**src/rtl/clkdiv_pkg.sv**
```systemverilog
package clkdiv_pkg;

    // Default geometry of the divider
    localparam int unsigned DEF_WORD_W  = 7;
    localparam int unsigned DEF_OFFSET  = 2;
    localparam int unsigned DEF_LOW_CYC = 2;

    // Output level encoding
    typedef enum logic {
        LVL_LOW  = 1'b0,
        LVL_HIGH = 1'b1
    } lvl_e;

    // Per-cycle counter events
    typedef struct packed {
        logic terminal;   // counter at zero this cycle
        logic reload;     // counter loads a fresh period next edge
    } cnt_evt_t;

    // Width needed for a count up to and including max_val
    function automatic int unsigned cnt_width(input int unsigned max_val);
        int unsigned w;
        w = 1;
        while ((64'd1 << w) <= 64'(max_val)) begin
            w = w + 1;
        end
        return w;
    endfunction

    // Largest ratio reachable with a given word width and offset
    function automatic int unsigned max_ratio(input int unsigned word_w,
                                              input int unsigned offset);
        return ((1 << word_w) - 1) + offset;
    endfunction

endpackage

```
**src/rtl/cfg_guard.sv**
```systemverilog
module cfg_guard #(
    parameter int unsigned WORD_W = clkdiv_pkg::DEF_WORD_W
) (
    input  logic              clk,
    input  logic              rst,
    input  logic [WORD_W-1:0] word_in,
    output logic [WORD_W-1:0] word_eff,
    output logic              err_flag
);
    localparam logic [WORD_W-1:0] MIN_LEGAL = WORD_W'(1);

    logic illegal;
    logic err_q;

    assign illegal  = (word_in == '0);
    assign word_eff = illegal ? MIN_LEGAL : word_in;

    // Sticky error: set on any non-reset edge that sees a zero word
    always_ff @(posedge clk) begin
        if (rst) begin
            err_q <= 1'b0;
        end else if (illegal) begin
            err_q <= 1'b1;
        end
    end

    assign err_flag = err_q;

endmodule

```
**src/rtl/period_ctr.sv**
```systemverilog
module period_ctr
    import clkdiv_pkg::*;
#(
    parameter int unsigned WORD_W = DEF_WORD_W,
    parameter int unsigned OFFSET = DEF_OFFSET,
    parameter int unsigned CNT_W  = cnt_width(max_ratio(DEF_WORD_W, DEF_OFFSET))
) (
    input  logic              clk,
    input  logic              rst,
    input  logic [WORD_W-1:0] word_eff,
    output logic [CNT_W-1:0]  cnt_nxt,
    output cnt_evt_t          evt
);
    // A period of N cycles counts N-1 down to 0
    localparam logic [CNT_W-1:0] LOAD_ADD = CNT_W'(OFFSET - 1);

    logic [CNT_W-1:0] cnt_q;
    logic [CNT_W-1:0] load_val;

    assign load_val     = CNT_W'(word_eff) + LOAD_ADD;
    assign evt.terminal = (cnt_q == '0);
    assign evt.reload   = rst | evt.terminal;

    always_comb begin
        if (evt.reload) begin
            cnt_nxt = load_val;
        end else begin
            cnt_nxt = cnt_q - CNT_W'(1);
        end
    end

    always_ff @(posedge clk) begin
        cnt_q <= cnt_nxt;
    end

endmodule

```
**src/rtl/pulse_out.sv**
```systemverilog
module pulse_out
    import clkdiv_pkg::*;
#(
    parameter int unsigned CNT_W   = 8,
    parameter int unsigned LOW_CYC = DEF_LOW_CYC
) (
    input  logic             clk,
    input  logic             rst,
    input  logic [CNT_W-1:0] cnt_nxt,
    output logic             pulse
);
    localparam logic [CNT_W-1:0] LOW_LIM = CNT_W'(LOW_CYC);

    lvl_e lvl_d;
    lvl_e lvl_q;

    // Low window occupies the last LOW_CYC counts of each period
    generate
        if (LOW_CYC == 0) begin : g_no_low
            assign lvl_d = LVL_HIGH;
        end else begin : g_low
            assign lvl_d = (cnt_nxt < LOW_LIM) ? LVL_LOW : LVL_HIGH;
        end
    endgenerate

    always_ff @(posedge clk) begin
        if (rst) begin
            lvl_q <= LVL_HIGH;
        end else begin
            lvl_q <= lvl_d;
        end
    end

    assign pulse = (lvl_q == LVL_HIGH);

endmodule

```
**src/rtl/clkdiv_offset.sv**
```systemverilog
module clkdiv_offset
    import clkdiv_pkg::*;
#(
    parameter int unsigned WORD_W  = DEF_WORD_W,
    parameter int unsigned OFFSET  = DEF_OFFSET,
    parameter int unsigned LOW_CYC = DEF_LOW_CYC
) (
    input  logic              clk,
    input  logic              rst,
    input  logic [WORD_W-1:0] ratio_word,
    output logic              div_out,
    output logic              cfg_err
);
    localparam int unsigned CNT_W = cnt_width(max_ratio(WORD_W, OFFSET));

    logic [WORD_W-1:0] word_eff;
    logic [CNT_W-1:0]  cnt_nxt;
    cnt_evt_t          evt;

    cfg_guard #(
        .WORD_W (WORD_W)
    ) u_guard (
        .clk      (clk),
        .rst      (rst),
        .word_in  (ratio_word),
        .word_eff (word_eff),
        .err_flag (cfg_err)
    );

    period_ctr #(
        .WORD_W (WORD_W),
        .OFFSET (OFFSET),
        .CNT_W  (CNT_W)
    ) u_ctr (
        .clk      (clk),
        .rst      (rst),
        .word_eff (word_eff),
        .cnt_nxt  (cnt_nxt),
        .evt      (evt)
    );

    pulse_out #(
        .CNT_W   (CNT_W),
        .LOW_CYC (LOW_CYC)
    ) u_pulse (
        .clk     (clk),
        .rst     (rst),
        .cnt_nxt (cnt_nxt),
        .pulse   (div_out)
    );

endmodule

```
**config.mk**
```make
export PLATFORM = sky130hd
export DESIGN_NAME = clkdiv_offset
export DESIGN_NICKNAME = d
export VERILOG_FILES = /design/src/rtl/clkdiv_pkg.sv /design/src/rtl/cfg_guard.sv /design/src/rtl/period_ctr.sv /design/src/rtl/pulse_out.sv /design/src/rtl/clkdiv_offset.sv
export SDC_FILE = /design/constraint.sdc
export NUM_CORES = 1
export LEC_CHECK = 0
export ABC_AREA = 1
export BUFFER_PORTS_ARGS = -buffer_cell sky130_fd_sc_hd__buf_2
export CORE_MARGIN = 3
export CORE_UTILIZATION = 47
export DETAILED_ROUTE_END_ITERATION = 16
export PLACE_DENSITY = 0.79
export SLEW_MARGIN = 40
export SYNTH_ARGS = -nofsm -noshare
export SYNTH_HDL_FRONTEND = slang
export SYNTH_SLANG_ARGS = --single-unit
```
**constraint.sdc**
```tcl
create_clock -name clk -period 3.97 [get_ports clk]
set_input_delay 0.1985 -clock clk [delete_from_list [all_inputs] [get_ports clk]]
set_output_delay 0.1985 -clock clk [all_outputs]
set_load 0.01 [all_outputs]
```
==> metrics.csv <==
stage,metric,value,unit
run_status,outcome,completed,
clocking,CTS tree,done,
floorplanning,core footprint,0.00137,mm^2
clocking,Root Driver,clkbuf_4,
critical_path,CP Launch Point,u_ctr.cnt_q[0],
finish,final non-filler cell total,148,
finish,Area growth syn-to-layout,14.7,%
sta,setup TNS,0,ps
finish,share of layout cells above drive strength 1,17.3,%
critical_path,critical path required time,4120,ps
floorplanning,Initial Utilization,52.5,%
floorplanning,Horiz. Die Dim,45.1,um
drt,Detailed Route Iter0 Violations,12,
hold_path,worst hold-check path type,input pin to flop,
logic_synthesis,#FFs+latches synth,10,
global_routing,global-route wire length before repair,2680,um
clocking,hold buffers post-CTS,0,
clocking,CTS clock-pin slew for the worst setup and hold paths,70,ps
pwr,maximum VDD drop,0.000210,V
critical_path,R2R cell count,10,
sta,clk_skew,1.66,ps
clocking,Sink Count,10,
clocking,CTS Buf Count,3,
sta,Max-slew headroom,85.2,%
critical_path,CP Max Fanout,5,
floorplanning,# rows,13,
logic_synthesis,simple-gate share of the synthesized area,46.8,%
finish,fillers,143,
sta,setup violators final,0,
clocking,Post-CTS Setup Bufs,0,
global_routing,initial antenna violation count,0,
logic_synthesis,Netlist cell types,19,
sta,hold_ws,132,ps
sta,RSZ-0062 raised after global routing,false,
sta,Max Freq,0.681,GHz
logic_synthesis,cell area after synthesis,717,um^2
critical_path,Startpoint Class,flop,
logic_synthesis,Syn Nets,130,
logic_synthesis,syn_area_per_cell,6.02,um^2
finish,ant diodes,0,
global_routing,grt total ovfl,0,
critical_path,r2r setup slk,2500,ps
pwr,Lkg Pwr,0.000475,uW
placed_design,DP Wirelength,1210,um
drt,WL/cell,9.45,um
clocking,post-CTS sizing,0,
clocking,CTS H-tree depth,1,
finish,nets,145,
drt,total wire length,1400,um
placed_design,Port Buffers,10,
global_routing,largest net degree at the start of global routing,10,
floorplanning,I/O Pins,11,
critical_path,CP Capture Type,flop,
logic_synthesis,top cell type's share of synthesized area,27.9,%
critical_path,reg2reg end,u_pulse.pulse,
pwr,P per Cell Area,360,mW/mm^2
sta,Final Max Tran Viols,0,
drt,drt first pass iters,4,
logic_synthesis,Gate Count Post-Synth,119,
global_routing,gr usage total,17.5,%
floorplanning,die area,0.00203,mm^2
sta,count of final hold-check violations,0,
logic_synthesis,XOR/XNOR Fraction of Synth Area,3.66,%
finish,post-layout util,60.2,%
placed_design,post-placement cell count,144,
run,Max Cap Viol,0,
critical_path,crit path to,u_pulse.pulse,
global_routing,vias in the first global route,649,
sta,Worst-Margin Slew,221,ps
logic_synthesis,cell taking the most area after synthesis,dfxtp_1,
logic_synthesis,proportion of synthesized area in mux cells,0,%
logic_synthesis,largest cells by area after synthesis,"dfxtp_1 28%, nand2_1 19%, inv_1 12%, nand3_1 10%, nor2_1 7.3%",
logic_synthesis,largest family of logic cells by synthesized area,simple AND/OR/NAND/NOR gates,
logic_synthesis,Yosys warnings,0,
floorplanning,DIE HEIGHT,45.1,um
drt,via count,700,
drt,remaining antenna violation count,0,
placed_design,GP Congestion,0.831,
clocking,Max Root-Sink Buffers,2,
critical_path,R2R Path Start,u_ctr.cnt_q[0],
critical_path,Crit Path Category,flop to flop,
logic_synthesis,sequential-to-total area share from yosys stat,27.9,%
clocking,worst skew pair latency,260,ps
logic_synthesis,adder-cell share of the synthesized area,3.49,%
sta,Final period util,37.0,%
logic_synthesis,Synth Area in Compound Gates,5.06,%
critical_path,CP arrival,1620,ps
drt,drt via density,4.73,
drt,DRC,0,
sta,"Min Clock Period, post-route",1470,ps
==> worst max-delay path, stage by stage, from the launching register on <==
cell and delay (ps):
dfxtp_1 320, inv_1 80, ha_1 200, nand2_1 140, nor2_1 80, nor2_2 190, nor2_1 60, nand2_1 60
nand2_1 70, nor2_1 90, nand3_1 60
==> metrics by stage <==
stage | setup WS [ps] | total power, uW | cell area [um^2]
4_1_cts | 2490 | 298 | 822
3_5_place_dp | 2510 | 209 | 786
2_1_floorplan | 2670 | 187 | 717
6_report | 2500 | 296 | 822
5_1_grt | 2340 | 320 | 822
3_3_place_gp | 2530 | 206 | 786
==> final cells by class <==
type                    count  area [um^2]  area share (%)
clock buffers               4         36.3            4.41
inverters                  25         93.8            11.4
multi-input cells          84          423            51.4
flip-flops and latches     10          200            24.4
well taps                  15         18.8            2.28
repair buffers             10         50.0            6.09
==> worst min path at each step <==
stage,start,to,cells past startpoint
final,rst,u_guard.err_flag,2
after CTS,rst,u_guard.err_flag,2
after floorplan,rst,u_guard.err_flag,1
after global routing,rst,u_guard.err_flag,2
after detailed placement,rst,u_guard.err_flag,2
after global placement,rst,u_guard.err_flag,2
==> registers in the layout, summed over array words and instances (netlist names) <==
| signal | cells |
|---|---|
| u_ctr.cnt_q | 8 |
| u_guard.err_flag | 1 |
| u_pulse.pulse | 1 |
==> cell usage in the layout, fill, tap and decap left out <==
| cell | count |
|---|---|
| nor2_4 | 2 |
| nand2_4 | 1 |
| nor2_2 | 2 |
| a21oi_1 | 1 |
| xor2_1 | 1 |
| inv_1 | 22 |
| nand4_1 | 2 |
| nand2_1 | 36 |
| clkbuf_8 | 1 |
| xnor2_1 | 2 |
| o21ai_4 | 1 |
| o21ai_1 | 2 |
| dfxtp_1 | 10 |
| buf_2 | 10 |
| or2_1 | 1 |
| nor2_1 | 14 |
| clkbuf_4 | 3 |
| inv_2 | 3 |
| o21ai_0 | 1 |
| nand3b_1 | 1 |
| ha_1 | 2 |
| nand3_1 | 15 |
==> report_power, final <==
part	internal (uW)	leakage, uW	switching (uW)
logic	31.1	0.000371	50.1
registers	112	0.0000832	12.9
clock network	55.6	0.0000210	34.1
total	199	0.000475	97.1
==> Yosys cell counts, drive strengths merged <==
cell type / number
ha: 2
nand4: 2
nand2: 37
o21ai: 4
or2: 1
nand3: 15
nor2: 18
xor2: 1
a21oi: 1
dfxtp: 10
nand3b: 1
inv: 25
xnor2: 2
==> routing by layer <==
metal  routed length, um  up-vias  global-route usage [%]
li1                    -      386                       -
met1                 660      301                    23.5
met2                 695       13                    28.0
met3                  43        0                    3.59
met4                   0        0                    5.26
met5                   0        -                       0
==> cells by family (layout without fill, tap and decap cells) <==
group,Yosys count,count (layout)
buf+inv,25,39
compound gates,5,5
simple gates,74,74
xor+xnor,3,3
fa+ha+maj,2,2
flops,10,10
Power figures use the tool's default switching activity.
